## src/rtl/ifs_pkg.sv

```systemverilog
package ifs_pkg;
  typedef enum logic [2:0] {
    ST_IDLE,
    ST_READ,
    ST_CAPT,
    ST_LDIR,
    ST_WAIT,
    ST_WRITE
  } ifs_state_e;
endpackage

```

## src/rtl/ifs_wrbuf.sv

```systemverilog
module ifs_wrbuf #(
  parameter int AW = 8,
  parameter int DW = 16
) (
  input  logic          clk,
  input  logic          rst,
  input  logic          wr_req,
  input  logic [AW-1:0] wr_addr,
  input  logic [DW-1:0] wr_data,
  input  logic          take,
  output logic          pend_valid,
  output logic [AW-1:0] pend_addr,
  output logic [DW-1:0] pend_data
);
  always_ff @(posedge clk) begin
    if (rst) begin
      pend_valid <= 1'b0;
      pend_addr  <= '0;
      pend_data  <= '0;
    end else if (take) begin
      pend_valid <= 1'b0;
    end else if (wr_req && !pend_valid) begin
      pend_valid <= 1'b1;
      pend_addr  <= wr_addr;
      pend_data  <= wr_data;
    end
  end
endmodule

```

## src/rtl/ifs_ctrl.sv

```systemverilog
module ifs_ctrl
  import ifs_pkg::*;
(
  input  logic clk,
  input  logic rst,
  input  logic fetch_go,
  input  logic exec_done,
  input  logic pc_load,
  input  logic pend_valid,
  output logic ld_pc,
  output logic inc_pc,
  output logic ld_mar_pc,
  output logic ld_mar_wr,
  output logic ld_mbr_mem,
  output logic ld_mbr_wr,
  output logic ld_ir,
  output logic take,
  output logic mem_rd,
  output logic mem_wr,
  output logic ir_valid,
  output logic wr_ack
);
  ifs_state_e state, nxt;

  always_comb begin
    nxt        = state;
    ld_pc      = 1'b0;
    inc_pc     = 1'b0;
    ld_mar_pc  = 1'b0;
    ld_mar_wr  = 1'b0;
    ld_mbr_mem = 1'b0;
    ld_mbr_wr  = 1'b0;
    ld_ir      = 1'b0;
    take       = 1'b0;
    unique case (state)
      ST_IDLE: begin
        if (pc_load) begin
          ld_pc = 1'b1;
        end else if (pend_valid) begin
          ld_mar_wr = 1'b1;
          ld_mbr_wr = 1'b1;
          nxt       = ST_WRITE;
        end else if (fetch_go) begin
          ld_mar_pc = 1'b1;
          nxt       = ST_READ;
        end
      end
      ST_READ: begin
        inc_pc = 1'b1;
        nxt    = ST_CAPT;
      end
      ST_CAPT: begin
        ld_mbr_mem = 1'b1;
        nxt        = ST_LDIR;
      end
      ST_LDIR: begin
        ld_ir = 1'b1;
        nxt   = ST_WAIT;
      end
      ST_WAIT: begin
        if (exec_done) nxt = ST_IDLE;
      end
      ST_WRITE: begin
        take = 1'b1;
        nxt  = ST_IDLE;
      end
      default: nxt = ST_IDLE;
    endcase
  end

  assign mem_rd = (state == ST_READ);
  assign mem_wr = (state == ST_WRITE);

  always_ff @(posedge clk) begin
    if (rst) begin
      state    <= ST_IDLE;
      ir_valid <= 1'b0;
      wr_ack   <= 1'b0;
    end else begin
      state    <= nxt;
      ir_valid <= (state == ST_LDIR);
      wr_ack   <= (state == ST_WRITE);
    end
  end
endmodule

```

## src/rtl/ifs_regs.sv

```systemverilog
module ifs_regs #(
  parameter int AW = 8,
  parameter int DW = 16
) (
  input  logic          clk,
  input  logic          rst,
  input  logic          ld_pc,
  input  logic          inc_pc,
  input  logic          ld_mar_pc,
  input  logic          ld_mar_wr,
  input  logic          ld_mbr_mem,
  input  logic          ld_mbr_wr,
  input  logic          ld_ir,
  input  logic [AW-1:0] pc_target,
  input  logic [AW-1:0] pend_addr,
  input  logic [DW-1:0] pend_data,
  input  logic [DW-1:0] mem_rdata,
  output logic [AW-1:0] pc,
  output logic [AW-1:0] mar,
  output logic [DW-1:0] mbr,
  output logic [DW-1:0] ir
);
  always_ff @(posedge clk) begin
    if (rst) begin
      pc  <= '0;
      mar <= '0;
      mbr <= '0;
      ir  <= '0;
    end else begin
      if (ld_pc)       pc <= pc_target;
      else if (inc_pc) pc <= pc + 1'b1;
      if (ld_mar_pc)      mar <= pc;
      else if (ld_mar_wr) mar <= pend_addr;
      if (ld_mbr_mem)     mbr <= mem_rdata;
      else if (ld_mbr_wr) mbr <= pend_data;
      if (ld_ir) ir <= mbr;
    end
  end
endmodule

```

## src/rtl/ifs_fetch_seq.sv

```systemverilog
module ifs_fetch_seq #(
  parameter int AW = 8,
  parameter int DW = 16
) (
  input  logic          clk,
  input  logic          rst,
  input  logic          fetch_go,
  input  logic          exec_done,
  input  logic          pc_load,
  input  logic [AW-1:0] pc_target,
  input  logic          wr_req,
  input  logic [AW-1:0] wr_addr,
  input  logic [DW-1:0] wr_data,
  output logic          wr_ack,
  output logic [AW-1:0] mem_addr,
  output logic [DW-1:0] mem_wdata,
  output logic          mem_rd,
  output logic          mem_wr,
  input  logic [DW-1:0] mem_rdata,
  output logic [AW-1:0] pc,
  output logic [DW-1:0] ir,
  output logic          ir_valid
);
  logic          pend_valid, take;
  logic [AW-1:0] pend_addr;
  logic [DW-1:0] pend_data;
  logic ld_pc, inc_pc, ld_mar_pc, ld_mar_wr, ld_mbr_mem, ld_mbr_wr, ld_ir;

  ifs_wrbuf #(.AW(AW), .DW(DW)) u_wrbuf (
    .clk(clk), .rst(rst), .wr_req(wr_req), .wr_addr(wr_addr), .wr_data(wr_data),
    .take(take), .pend_valid(pend_valid), .pend_addr(pend_addr), .pend_data(pend_data)
  );

  ifs_ctrl u_ctrl (
    .clk(clk), .rst(rst), .fetch_go(fetch_go), .exec_done(exec_done),
    .pc_load(pc_load), .pend_valid(pend_valid),
    .ld_pc(ld_pc), .inc_pc(inc_pc), .ld_mar_pc(ld_mar_pc), .ld_mar_wr(ld_mar_wr),
    .ld_mbr_mem(ld_mbr_mem), .ld_mbr_wr(ld_mbr_wr), .ld_ir(ld_ir), .take(take),
    .mem_rd(mem_rd), .mem_wr(mem_wr), .ir_valid(ir_valid), .wr_ack(wr_ack)
  );

  ifs_regs #(.AW(AW), .DW(DW)) u_regs (
    .clk(clk), .rst(rst), .ld_pc(ld_pc), .inc_pc(inc_pc), .ld_mar_pc(ld_mar_pc),
    .ld_mar_wr(ld_mar_wr), .ld_mbr_mem(ld_mbr_mem), .ld_mbr_wr(ld_mbr_wr),
    .ld_ir(ld_ir), .pc_target(pc_target), .pend_addr(pend_addr),
    .pend_data(pend_data), .mem_rdata(mem_rdata),
    .pc(pc), .mar(mem_addr), .mbr(mem_wdata), .ir(ir)
  );
endmodule

```

## config.mk

```make
export PLATFORM = sky130hd
export DESIGN_NAME = ifs_fetch_seq
export DESIGN_NICKNAME = d
export VERILOG_FILES = /design/src/rtl/ifs_pkg.sv /design/src/rtl/ifs_wrbuf.sv /design/src/rtl/ifs_ctrl.sv /design/src/rtl/ifs_regs.sv /design/src/rtl/ifs_fetch_seq.sv
export SDC_FILE = /design/constraint.sdc
export NUM_CORES = 1
export LEC_CHECK = 0
export BUFFER_PORTS_ARGS = -buffer_cell sky130_fd_sc_hd__buf_2
export CORE_AREA = 4 4 74 110
export DETAILED_ROUTE_END_ITERATION = 8
export DIE_AREA = 0 0 78 114
export PLACE_DENSITY = 0.81
export SYNTH_ARGS = -nofsm -noshare
export SYNTH_HDL_FRONTEND = slang
export SYNTH_HIERARCHICAL = 1
export SYNTH_SLANG_ARGS = --single-unit
```

## constraint.sdc

```tcl
create_clock -name clk -period 2.6 [get_ports clk]
set_input_delay 0 -clock clk [delete_from_list [all_inputs] [get_ports clk]]
set_output_delay 0 -clock clk [all_outputs]
set_load 0.005 [all_outputs]
```

Word-level counts from Yosys, hierarchy flattened
Index checks and enable logic that the tools add are counted.
{"block": "word_totals", "in_bits": 54, "word_cells": 53, "register_bits": 78, "out_inout_bits": 52}
{"block": "op_classes", "n_bitwise": 1, "n_reduce_logical": 9, "eq_ne": 8, "n_addsub": 1, "n_mux": 24}
{"operator": "2-to-1 mux 16 bit", "count": 2}
{"operator": "2-to-1 mux 8 bit", "count": 4}
{"operator": "case mux 3 bit (5 select lines)", "count": 1}
{"operator": "2-to-1 mux 1 bit", "count": 13}
{"operator": "2-to-1 mux 3 bit", "count": 4}
{"operator": "adder 8 x 1 -> 8 bit (second input constant)", "count": 1}
{"operator": "== test 3 x 2 -> 1 bit (second input constant)", "count": 2}
{"operator": "== test 3 bit (second input constant)", "count": 2}
{"operator": "nonzero test 2 bit", "count": 3}
{"operator": "!= test 2 bit (second input constant)", "count": 2}
{"operator": "== test 3 x 1 -> 1 bit (second input constant)", "count": 1}
{"operator": "logical NOT 3 bit", "count": 1}
{"operator": "!= test 3 bit (second input constant)", "count": 1}
{"operator": "AND reduction 3 bit", "count": 1}
{"operator": "AND reduction 2 bit", "count": 1}
{"operator": "OR reduction 2 bit", "count": 1}
{"operator": "logical AND 1 bit", "count": 1}
{"operator": "logical NOT 1 bit", "count": 1}
{"operator": "NOT 1 bit", "count": 1}

Depth between registers and ports, before layout
Gate-level depths: netlist of run 1.
{"block": "logic_depth", "ltp_word": 5, "ltp_mapped": 10, "mapped_depth_nobuf": 6}

Modules after synthesis
Netlist of run 1, hierarchy kept.
{"mod": "ifs_regs", "area_per_inst_um2": 2110.8, "cells_per_inst": 206, "n_inst": 1, "seq_area_each_um2": 960.9}
{"mod": "ifs_wrbuf", "area_per_inst_um2": 1133.6, "cells_per_inst": 108, "n_inst": 1, "seq_area_each_um2": 500.5}
{"mod": "ifs_ctrl", "area_per_inst_um2": 296.5, "cells_per_inst": 30, "n_inst": 1, "seq_area_each_um2": 100.1}

Worst setup path before layout of run 1
Ideal clock, no wire load.
{"block": "synth_path", "kind": "reg2reg", "start": "register u_ctrl.state[2]", "end": "register u_regs.mbr[10]", "setup_time_ps": 128, "required_ps": 2472, "synth_period_minus_slack_ps": 1906, "path_buffers": 4, "stages_incl_launch_ff": 11, "arrival_time_ps": 1778, "path_slack_ps": 694, "cell_sequence": "dfxtp_1 -> buf_6 -> nor4_4 -> nand2_1 -> inv_1 -> buf_4 -> buf_2 -> buf_2 -> mux2_1 -> mux2i_1 -> nor2_1"}
{"block": "synth_via", "elab_chain_len": 3, "word_cells_on_any_way": 6, "classes_between": "eq/ne: 1; mux: 3; reduce/logical: 2"}
{"item": "from (decl)", "line_no": "ifs_ctrl.sv:23", "source": "ifs_state_e state, nxt;"}
{"item": "from (signal assigned)", "line_no": "ifs_ctrl.sv:80", "source": "state <= nxt;"}
{"item": "logical NOT 3 bit"}
{"item": "2-to-1 mux 1 bit"}
{"item": "named net ld_mar_wr", "line_no": "ifs_fetch_seq.sv:27", "source": "logic ld_pc, inc_pc, ld_mar_pc, ld_mar_wr, ld_mbr_mem, ld_mbr_wr, ld_ir;"}
{"item": "nonzero test 2 bit (no line)"}
{"item": "to (signal assigned)", "line_no": "ifs_regs.sv:34", "source": "if (ld_mbr_mem) mbr <= mem_rdata;"}
{"item": "to (signal assigned)", "line_no": "ifs_regs.sv:35", "source": "else if (ld_mbr_wr) mbr <= pend_data;"}
{"item": "to (decl)", "line_no": "ifs_regs.sv:20", "source": "output logic [DW-1:0] mbr,"}
The timed path passes the listed nets, and every way through them passes these cells.
A chain may end at the register's enable or synchronous reset.

Worst setup path in the final report of run 1
{"block": "layout_path", "start": "register u_ctrl.state[0]", "end": "register u_regs.pc[6]"}
{"block": "layout_via", "elab_chain_len": 3, "word_cells_on_any_way": 6, "classes_between": "eq/ne: 1; mux: 3; reduce/logical: 2"}
{"item": "== test 3 x 1 -> 1 bit or logical NOT 3 bit (tied branches)", "line_no": "ifs_ctrl.sv:35", "source": "unique case (state)"}
{"item": "2-to-1 mux 1 bit", "line_no": "ifs_ctrl.sv:35"}
{"item": "nonzero test 2 bit (no line) or 2-to-1 mux 8 bit (tied branches)"}
{"item": "to (signal assigned)", "line_no": "ifs_regs.sv:30", "source": "if (ld_pc) pc <= pc_target;"}
{"item": "to (signal assigned)", "line_no": "ifs_regs.sv:31", "source": "else if (inc_pc) pc <= pc + 1'b1;"}
{"item": "to (decl)", "line_no": "ifs_regs.sv:18", "source": "output logic [AW-1:0] pc,"}
Several ways; a longest one is shown, not always the timed one.

==> results of run 1 <==
[sequential cells by signal (all words and copies together) (netlist names)]
signal and flops:
u_ctrl/ir_valid 1, u_ctrl/state 3, u_ctrl/wr_ack 1, u_regs/ir 16
u_regs/mar 8, u_regs/mbr 16, u_regs/pc 8, u_wrbuf/pend_addr 8
u_wrbuf/pend_data 16, u_wrbuf/pend_valid 1
[routing by layer]
metal  vias to the layer above  wire [um]  track usage, %
met5                         -          0               0
met4                         0        213            8.75
met3                        20        453            5.53
met2                       116       4780            37.6
met1                      1425       3580            21.7
li1                       1468          -               -
[layout by cell type, fill, tap and decap left out, types with 4 or more instances in the layout]
cell type and instances:
nor2_1 50, dfxtp_1 78, xor2_1 4, nand3_1 4, mux2_1 10, mux2i_1 66, buf_4 7, dlygate4sd3_1 57
mux2_2 15, clkbuf_8 11, buf_2 105, nand2b_1 49
[power by group]
group | switching [W] | internal [W] | total (W)
logic | 0.000206 | 0.000274 | 0.000480
clock network | 0.000440 | 0.000690 | 0.00113
registers | 0.0000747 | 0.00127 | 0.00134
total | 0.000720 | 0.00223 | 0.00295
[cells by family after synthesis]
| group | synth area share (%) |
|---|---|
| DFF | 44.1 |
| xor gates and xnor gates | 1.24 |
| AOI/OAI and AO/OA | 2.83 |
| adders and majority gates | 0.353 |
| buffers and inverters | 5.55 |
| and+or+nand+nor | 19.3 |
| muxes | 26.6 |
[metrics by stage]
| step | hold slack (ps) | instances | setup WS (ps) | utilization [%] |
|---|---|---|---|---|
| floorplan | 64.3 | 344 | 694 | - |
| global placement | 232 | 530 | 768 | 57.3 |
| detailed placement | 246 | 530 | 668 | 57.3 |
| CTS | 10.4 | 603 | 277 | 68.8 |
| global route | 47.2 | 603 | 94.2 | 68.8 |
| finish | 34.5 | 603 | 199 | 68.8 |
[cell type report]
type | instances | area, um^2 | area share [%]
multi-input cells | 234 | 1790 | 36.3
flip-flops and latches | 78 | 1560 | 31.6
clock inverters | 5 | 105 | 2.13
clock buffers | 11 | 151 | 3.06
well taps | 100 | 125 | 2.53
repair buffers | 171 | 1190 | 24.1
inverters | 4 | 15.0 | 0.304
[path summary, 6_finish.rpt]
check	endpoint
worst max register to register	u_regs/pc[6]
worst max-delay path	u_regs/pc[6]
worst min-delay path	u_ctrl/state[0]
worst min register to register	u_wrbuf/pend_data[13]
[worst max-delay path: cells and delay by family, from the launching register on]
kind                   cells  cell delay, ps
flip-flops                 1             550
AO/OA/AOI/OAI              1             330
buffers and inverters      2             790
AND/OR/NAND/NOR            3             670
[repair_timing]
item / CTS / global route
buffers inserted: 0 / 0
setup endpoints to repair: 0 / 0
endpoints found under the hold margin: 50 / 0
hold buffers: 57 / 0
==> results.cfg, run 1 <==
[timing]
final-max-slew-violation-count = 0
rsz0062_at_grt = false
post-route-min-period_ps = 2400
timing.final.hold_violations = 0
tightest_slew_ps = 567
finalSetupTns_ps = 0
worst_setup_skew_after_layout_ps = 11.9
max-slew-margin-rel_pct = 62.1
clock.fmax_mhz = 416
setup_viol_count_final = 0
finalCritPeriodShare_pct = 92.4

[grt]
grt_antenna_before_repair = 0
grt.total_usage_pct = 20.5
grt_pass1_wl_um = 14400
grt_overflow_total = 0
grt_start_max_net_pins = 59
first_global_vias = 3094

[worst_setup_path]
critical_path_class = register to register
timing.critical_path.fanout_max = 9
critical_path_required_ps = 2890
endpoint_kind = register
rrSetupSlack_ps = 200
reg2reg_from = u_ctrl/state[0]
path_cells = nor3b_1, buf_4, nand2_1, or3_1, a311oi_1, dlygate4sd3_1
cpPeakStageDelay_ps = 590
critPathSlowestCell = dlygate4sd3_1
worstPathArrival_ps = 2690
setup.worst_path.start_class = register
rr_worst_depth = 6
worst_setup_path_startpoint = u_ctrl/state[0]

[pwr]
power_density_mw_per_mm2 = 597
ir_worst_vdd_uv = 456
power.static_leakage_nw = 2.18
post-layout-total-power_w = 0.00295

[place]
number_of_i_o_port_buffers = 105
routabilityCongestion = 0.744
place_hpwl_um = 5490
dpl_cell_area_mm2 = 0.00411

[floorplanning]
placement_rows = 38
dieHeight_um = 114
coreArea_mm2 = 0.00718
die_area_mm2 = 0.00889
start_util_pct = 49.3
top_level_port_count = 106
fp.dieW_um = 78

[route]
antenna_violating_nets_post_route = 0
detail_route.drc_violations = 0
vias_per_cell = 5.02
post_drt_wl_per_cell_um = 15.0
drt_pass1_iterations = 5
detailroute.via_count = 3029
detail_route.wirelength_um = 9020
drtIter0Drc = 133

[synthesis]
yosys-top-cells-area = dfxtp_1 (44%), mux2i_1 (19%), nand2b_1 (8.7%)
synth_most_common_cell = dfxtp_1
synth.yosys.seq_area_share_pct = 44.1
number_of_distinct_standard_cells_referenced_by_the_synthesized_netlist = 41
yosysTopAreaCellShare_pct = 44.1
syn-num-nets = 399
syn-cell-area_mm2 = 0.00354
synth_async_sr_flop_share_pct = 0
yosys_warning_total = 6
syn-instance-count = 344
avgSynthCellArea_um2 = 10.3
synthDominantAreaCellType = dfxtp_1
ys_seq_elements = 78
synth_edf_count = 0
postSynth.topFlopCell = dfxtp_1
yosys-top-cells-count = dfxtp_1 (78), mux2i_1 (66), nor2_1 (50), nand2b_1 (49), mux2_2 (15)

[min_path]
holdPathStages = 3
hold_path_start = pc_load
hold_path_class = input port to register

[clock_network]
clkSlewWorstSetupHoldPaths_ps = 70
tritoncts.num_buffers = 9
worst_skew_pair.late_latency_ps = 360
cts_tree = done
cts.root.buffer_cell = clkbuf_8
ctsResizeCount = 0
clkSinkCount = 78
max-clock-path-buffers = 2
ctsHtreeMaxLevel = 3

[cells_and_area]
insertedDiodeCount = 0
finalInstanceArea_mm2 = 0.00494
num-nets-final = 553
syn2layout_area_growth_pct = 39.5
drive_above_1_share_pct = 30.6
layout.filler_cells = 513

[run_status]
outcome = finished, final reports clean

[job]
maxCapViolations = 0
(Power assumes the default switching activity.)
==> inputs of run 2 (changes only) <==
--- a/config.mk
+++ b/config.mk
@@ -6,10 +6,10 @@
 export NUM_CORES = 1
 export LEC_CHECK = 0
 export BUFFER_PORTS_ARGS = -buffer_cell sky130_fd_sc_hd__buf_2
-export CORE_AREA = 4 4 74 110
+export CORE_AREA = 4 4 105 77
 export DETAILED_ROUTE_END_ITERATION = 8
-export DIE_AREA = 0 0 78 114
-export PLACE_DENSITY = 0.81
+export DIE_AREA = 0 0 109 81
+export PLACE_DENSITY = 0.82
 export SYNTH_ARGS = -nofsm -noshare
 export SYNTH_HDL_FRONTEND = slang
 export SYNTH_HIERARCHICAL = 1
==> results.cfg, run 2 (synthesis results as in run 1) <==
[floorplanning]
start_util_pct = 49.7
placement_rows = 26
fp.dieW_um = 109
top_level_port_count = 106
die_area_mm2 = 0.00883
coreArea_mm2 = 0.00712
dieHeight_um = 81

[clock_network]
post-cts-setup-buffers = 0
clkSlewWorstSetupHoldPaths_ps = 80
max-clock-path-buffers = 2
tritoncts.num_buffers = 9
ctsHtreeMaxLevel = 3
cts_tree = done
holdBufCountCts = 51
ctsResizeCount = 0
worst_skew_pair.late_latency_ps = 350
clkSinkCount = 78
cts.root.buffer_cell = clkbuf_8

[timing]
worst_setup_skew_after_layout_ps = 7.21
tightest_slew_ps = 850
finalCritPeriodShare_pct = 70.4
setup_viol_count_final = 0
final-max-slew-violation-count = 0
max-slew-margin-rel_pct = 43.3
finalSetupTns_ps = 0
post-route-min-period_ps = 1830
rsz0062_at_grt = false
timing.final.hold_violations = 0
clock.fmax_mhz = 546

[worst_setup_path]
worstPathArrival_ps = 2080
path_cells = nor4_4, nand2_1, inv_1, buf_4, mux2_2, mux2i_1, nor2_1
critical_path_required_ps = 2850
critPathSlowestCell = dfxtp_1
rrSetupSlack_ps = 770
setup.worst_path.start_class = register
worstReg2RegEnd = u_regs/mbr[2]
reg2reg_from = u_ctrl/state[2]
rr_worst_depth = 7
critical_path_class = register to register
crit_buf_inv = 2
family_with_the_most_delay_on_the_worst_path = multiplexers
timing.critical_path.fanout_max = 14
endpoint_kind = register
cpPeakStageDelay_ps = 420

[min_path]
min_delay_worst_endpoint = u_ctrl/state[0]
holdPathStages = 3
hold_path_start = pc_load
hold_path_class = input port to register

[cells_and_area]
finalInstanceArea_mm2 = 0.00476
syn2layout_area_growth_pct = 34.6
layout_common_cells = buf_2 (105), dfxtp_1 (78), mux2i_1 (66)
num-nets-final = 547
layout.filler_cells = 540
reg_top3 = u_regs/ir: 16 flops, u_regs/mbr: 16 flops, u_wrbuf/pend_data: 16 flops
leading_cell_type_in_the_layout_fill_and_taps_excluded = buf_2
post-route-util_pct = 66.9
insertedDiodeCount = 0
drive_above_1_share_pct = 30.3

[place]
dpl_cell_area_mm2 = 0.00410
routabilityCongestion = 0.767
place_hpwl_um = 5710
number_of_i_o_port_buffers = 105

[pwr]
power.static_leakage_nw = 2.11
power_density_mw_per_mm2 = 537
ir_worst_vdd_uv = 369

[route]
detailroute.via_count = 2897
vias_per_cell = 4.89
drtIter0Drc = 91
detail_route.wirelength_um = 8570
post_drt_wl_per_cell_um = 14.4
detail_route.drc_violations = 0
drt_pass1_iterations = 4
antenna_violating_nets_post_route = 0

[grt]
grt.total_usage_pct = 20.0
first_global_vias = 2948
grt_overflow_total = 0
grt_antenna_before_repair = 0
grt_start_max_net_pins = 55
grt_pass1_wl_um = 13700

[job]
maxCapViolations = 0

[run_status]
outcome = finished, final reports clean
## run 2: cell count changes in the layout (fill, tap and decap cells not counted), sizes merged
cell	change
dlygate4sd3	-6
bufinv	-3
clkbuf	+1
clkinv	+2
clkinvlp	-2
## run 2: worst reg2reg max path: cells and delay by family, from the launching register on
family	cells	cell delay, ps
buffers and inverters	2	310
flip-flops	1	420
multiplexers	2	510
AND/OR/NAND/NOR	3	480
## run 2: stage by stage
stage	setup WS (ps)	hold WS, ps	power [W]	instances
2_1_floorplan	694	64.3	0.00162	344
3_3_place_gp	854	236	0.00174	528
3_5_place_dp	786	246	0.00176	528
4_1_cts	763	15.0	0.00259	593
5_1_grt	563	25.1	0.00269	593
6_report	770	38.3	0.00256	593
## run 2: worst max-delay path by stage
stage | from | end | slack, ps | cells past startpoint
after floorplan | u_ctrl/state[2] | u_regs/mbr[10] | 690 | 10
after global placement | u_ctrl/state[2] | u_regs/mbr[8] | 850 | 7
after detailed placement | u_ctrl/state[2] | u_regs/mbr[9] | 790 | 7
after CTS | u_ctrl/state[2] | u_regs/mbr[8] | 760 | 7
after global routing | u_ctrl/state[2] | u_regs/mbr[8] | 560 | 7
final | u_ctrl/state[2] | u_regs/mbr[2] | 770 | 7
## run 2: area by class of cell
cell class | count | area, um^2 | area share (%)
clock buffer | 12 | 145 | 3.05
multi-input combinational | 234 | 1790 | 37.7
tap | 98 | 123 | 2.57
clock inverter | 2 | 10.0 | 0.210
timing repair buffer | 165 | 1120 | 23.4
sequential | 78 | 1560 | 32.8
inverter | 4 | 15.0 | 0.315
## run 2: metal layers
layer / vias up / wire, um / track usage, %
met5: - / 0 / 0
met1: 1350 / 3740 / 23.7
met3: 16 / 457 / 6.43
met4: 0 / 139 / 6.94
met2: 75 / 4230 / 34.4
li1: 1456 / - / -
## run 2: power breakdown
| group | leakage [nW] | switching (W) | total, W | internal (W) |
|---|---|---|---|---|
| clock network | 0.0821 | 0.000408 | 0.000767 | 0.000360 |
| registers | 0.636 | 0.0000713 | 0.00134 | 0.00127 |
| logic | 1.39 | 0.000197 | 0.000454 | 0.000257 |
==> inputs of run 3 (changes only) <==
--- a/config.mk
+++ b/config.mk
@@ -6,10 +6,10 @@
 export NUM_CORES = 1
 export LEC_CHECK = 0
 export BUFFER_PORTS_ARGS = -buffer_cell sky130_fd_sc_hd__buf_2
-export CORE_AREA = 4 4 105 77
+export CORE_AREA = 4 4 110 81
 export DETAILED_ROUTE_END_ITERATION = 8
-export DIE_AREA = 0 0 109 81
-export PLACE_DENSITY = 0.82
+export DIE_AREA = 0 0 114 85
+export PLACE_DENSITY = 0.78
 export SYNTH_ARGS = -nofsm -noshare
 export SYNTH_HDL_FRONTEND = slang
 export SYNTH_HIERARCHICAL = 1
==> constraint.sdc (replaced) <==
create_clock -name clk -period 1.6 [get_ports clk]
set_input_delay 0 -clock clk [delete_from_list [all_inputs] [get_ports clk]]
set_output_delay 0 -clock clk [all_outputs]
set_load 0.005 [all_outputs]
==> results.cfg, run 3 (synthesis results as in run 1) <==
[worst_setup_path]
path_cells = nor4_4, nand2_2, clkinv_4, clkbuf_16, mux2_2, mux2i_1, nor2_1
worst_setup_path_startpoint = u_ctrl/state[0]
critPathSlowestCell = dfxtp_2
setup.worst_path.start_class = register
rrSetupSlack_ps = -20
critical_path_class = register to register
reg2reg_from = u_ctrl/state[0]
worst_setup_path_end = u_regs/mar[0]
crit_buf_inv = 2
cpPeakStageDelay_ps = 340
worstPathArrival_ps = 1820
worstReg2RegEnd = u_regs/mar[0]
rr_worst_depth = 7
family_with_the_most_delay_on_the_worst_path = simple AND/OR/NAND/NOR gates
timing.critical_path.depth = 7
endpoint_kind = register
timing.critical_path.fanout_max = 6
critical_path_required_ps = 1810

[route]
detail_route.drc_violations = 0
detailroute.via_count = 3041
post_drt_wl_per_cell_um = 15.2
vias_per_cell = 4.93
drt_pass1_iterations = 4
antenna_violating_nets_post_route = 0
drtIter0Drc = 128
detail_route.wirelength_um = 9360

[floorplanning]
start_util_pct = 45.6
fp.dieW_um = 114
top_level_port_count = 106
die_area_mm2 = 0.00969
dieHeight_um = 85
placement_rows = 27
coreArea_mm2 = 0.00777

[pwr]
power_density_mw_per_mm2 = 947
ir_worst_vdd_uv = 682
power.static_leakage_nw = 2.29

[clock_network]
tritoncts.num_buffers = 9
max-clock-path-buffers = 2
cts_tree = done
cts.root.buffer_cell = clkbuf_16
worst_skew_pair.late_latency_ps = 330
ctsHtreeMaxLevel = 3
clkSlewWorstSetupHoldPaths_ps = 60
clkSinkCount = 78

[timing]
final-max-slew-violation-count = 0
finalCritPeriodShare_pct = 101
fin_ws_ps = -15.6
hold-worst-slack_ps = 32.9
clock.fmax_mhz = 619
timing.final.hold_violations = 0
rsz0062_at_grt = true
finalSetupTns_ps = -24.7
max-slew-margin-rel_pct = 79.5
tightest_slew_ps = 307
setup_viol_count_final = 4
worst_setup_skew_after_layout_ps = 5.70
post-route-min-period_ps = 1620

[cells_and_area]
leading_cell_type_in_the_layout_fill_and_taps_excluded = buf_2
drive_above_1_share_pct = 37.0
post-route-util_pct = 67.1
syn2layout_area_growth_pct = 47.3
finalInstanceArea_mm2 = 0.00522
layout_common_cells = buf_2 (105), dfxtp_1 (76), mux2i_1 (66)
num-nets-final = 567
reg_top3 = u_regs/ir: 16 flops, u_regs/mbr: 16 flops, u_wrbuf/pend_data: 16 flops
seqCellArea_mm2 = 0.00157
layout.filler_cells = 617
insertedDiodeCount = 0
multi_input_comb_area_mm2 = 0.00187

[place]
routabilityCongestion = 0.790
place_hpwl_um = 6150
number_of_i_o_port_buffers = 105
dpl_cell_area_mm2 = 0.00428
dp_slack_ps = -97.0

[run_status]
outcome = finished with violations
violations = negative setup slack

[grt]
first_global_vias = 3130
grt.total_usage_pct = 19.0
grt_overflow_total = 0
grt_start_max_net_pins = 50
grt_antenna_before_repair = 0
grt_pass1_wl_um = 14800

[min_path]
hold_path_start = rst
hold_path_class = input port to register
holdPathStages = 2

[job]
maxCapViolations = 0
run 3: cell count changes in the layout (fill, tap and decap cells not counted), sizes merged:
cell and change:
buf +20, clkbuf +4, dlygate4sd3 -2, inv -1
run 3: cell type report:
| type | count | share of cell area [%] |
|---|---|---|
| multi-input combinational | 234 | 35.8 |
| sequential | 78 | 30.0 |
| timing repair buffer | 185 | 26.2 |
| clock buffer | 14 | 5.06 |
| tap | 101 | 2.42 |
| inverter | 4 | 0.384 |
| clock inverter | 1 | 0.0960 |
run 3: repair_timing:
item	CTS	global route
buffers inserted	2	5
hold endpoints to repair	49	0
hold buffers	49	0
setup endpoints to repair	27	52
pin swaps	2	7
gates resized for setup	8	13
cloned	0	2
run 3: per-layer routing:
layer / global-route usage, % / part of all wire, % / vias to the layer above
met3: 5.84 / 5.8 / 7
met5: 0 / 0 / -
met4: 4.85 / 0.47 / 0
li1: - / - / 1497
met2: 31.6 / 48 / 81
met1: 24.0 / 46 / 1456
run 3: worst min path at each step:
stage                                to  slack, ps
after floorplan           u_ctrl/wr_ack         60
after global placement    u_regs/mbr[8]        240
after detailed placement   u_regs/pc[1]        240
after CTS                 u_ctrl/wr_ack         10
after global routing       u_regs/pc[6]         30
final                     u_ctrl/wr_ack         30
run 3: per-stage QoR:
step / total power [W] / std cells
floorplan: 0.00267 / 344
global placement: 0.00292 / 544
detailed placement: 0.00295 / 544
CTS: 0.00494 / 610
global route: 0.00519 / 617
finish: 0.00494 / 617
run 3: report_power, final:
group	total [W]	internal, W	switching (W)
Combinational	0.000914	0.000534	0.000380
Sequential	0.00217	0.00206	0.000108
Clock	0.00185	0.00113	0.000728
run 3: worst register-to-register path, cell delays in order (launching register included):
cell,delay [ps]
dfxtp_2,340
nor4_4,280
nand2_2,120
clkinv_4,100
clkbuf_16,150
mux2_2,330
mux2i_1,130
nor2_1,50
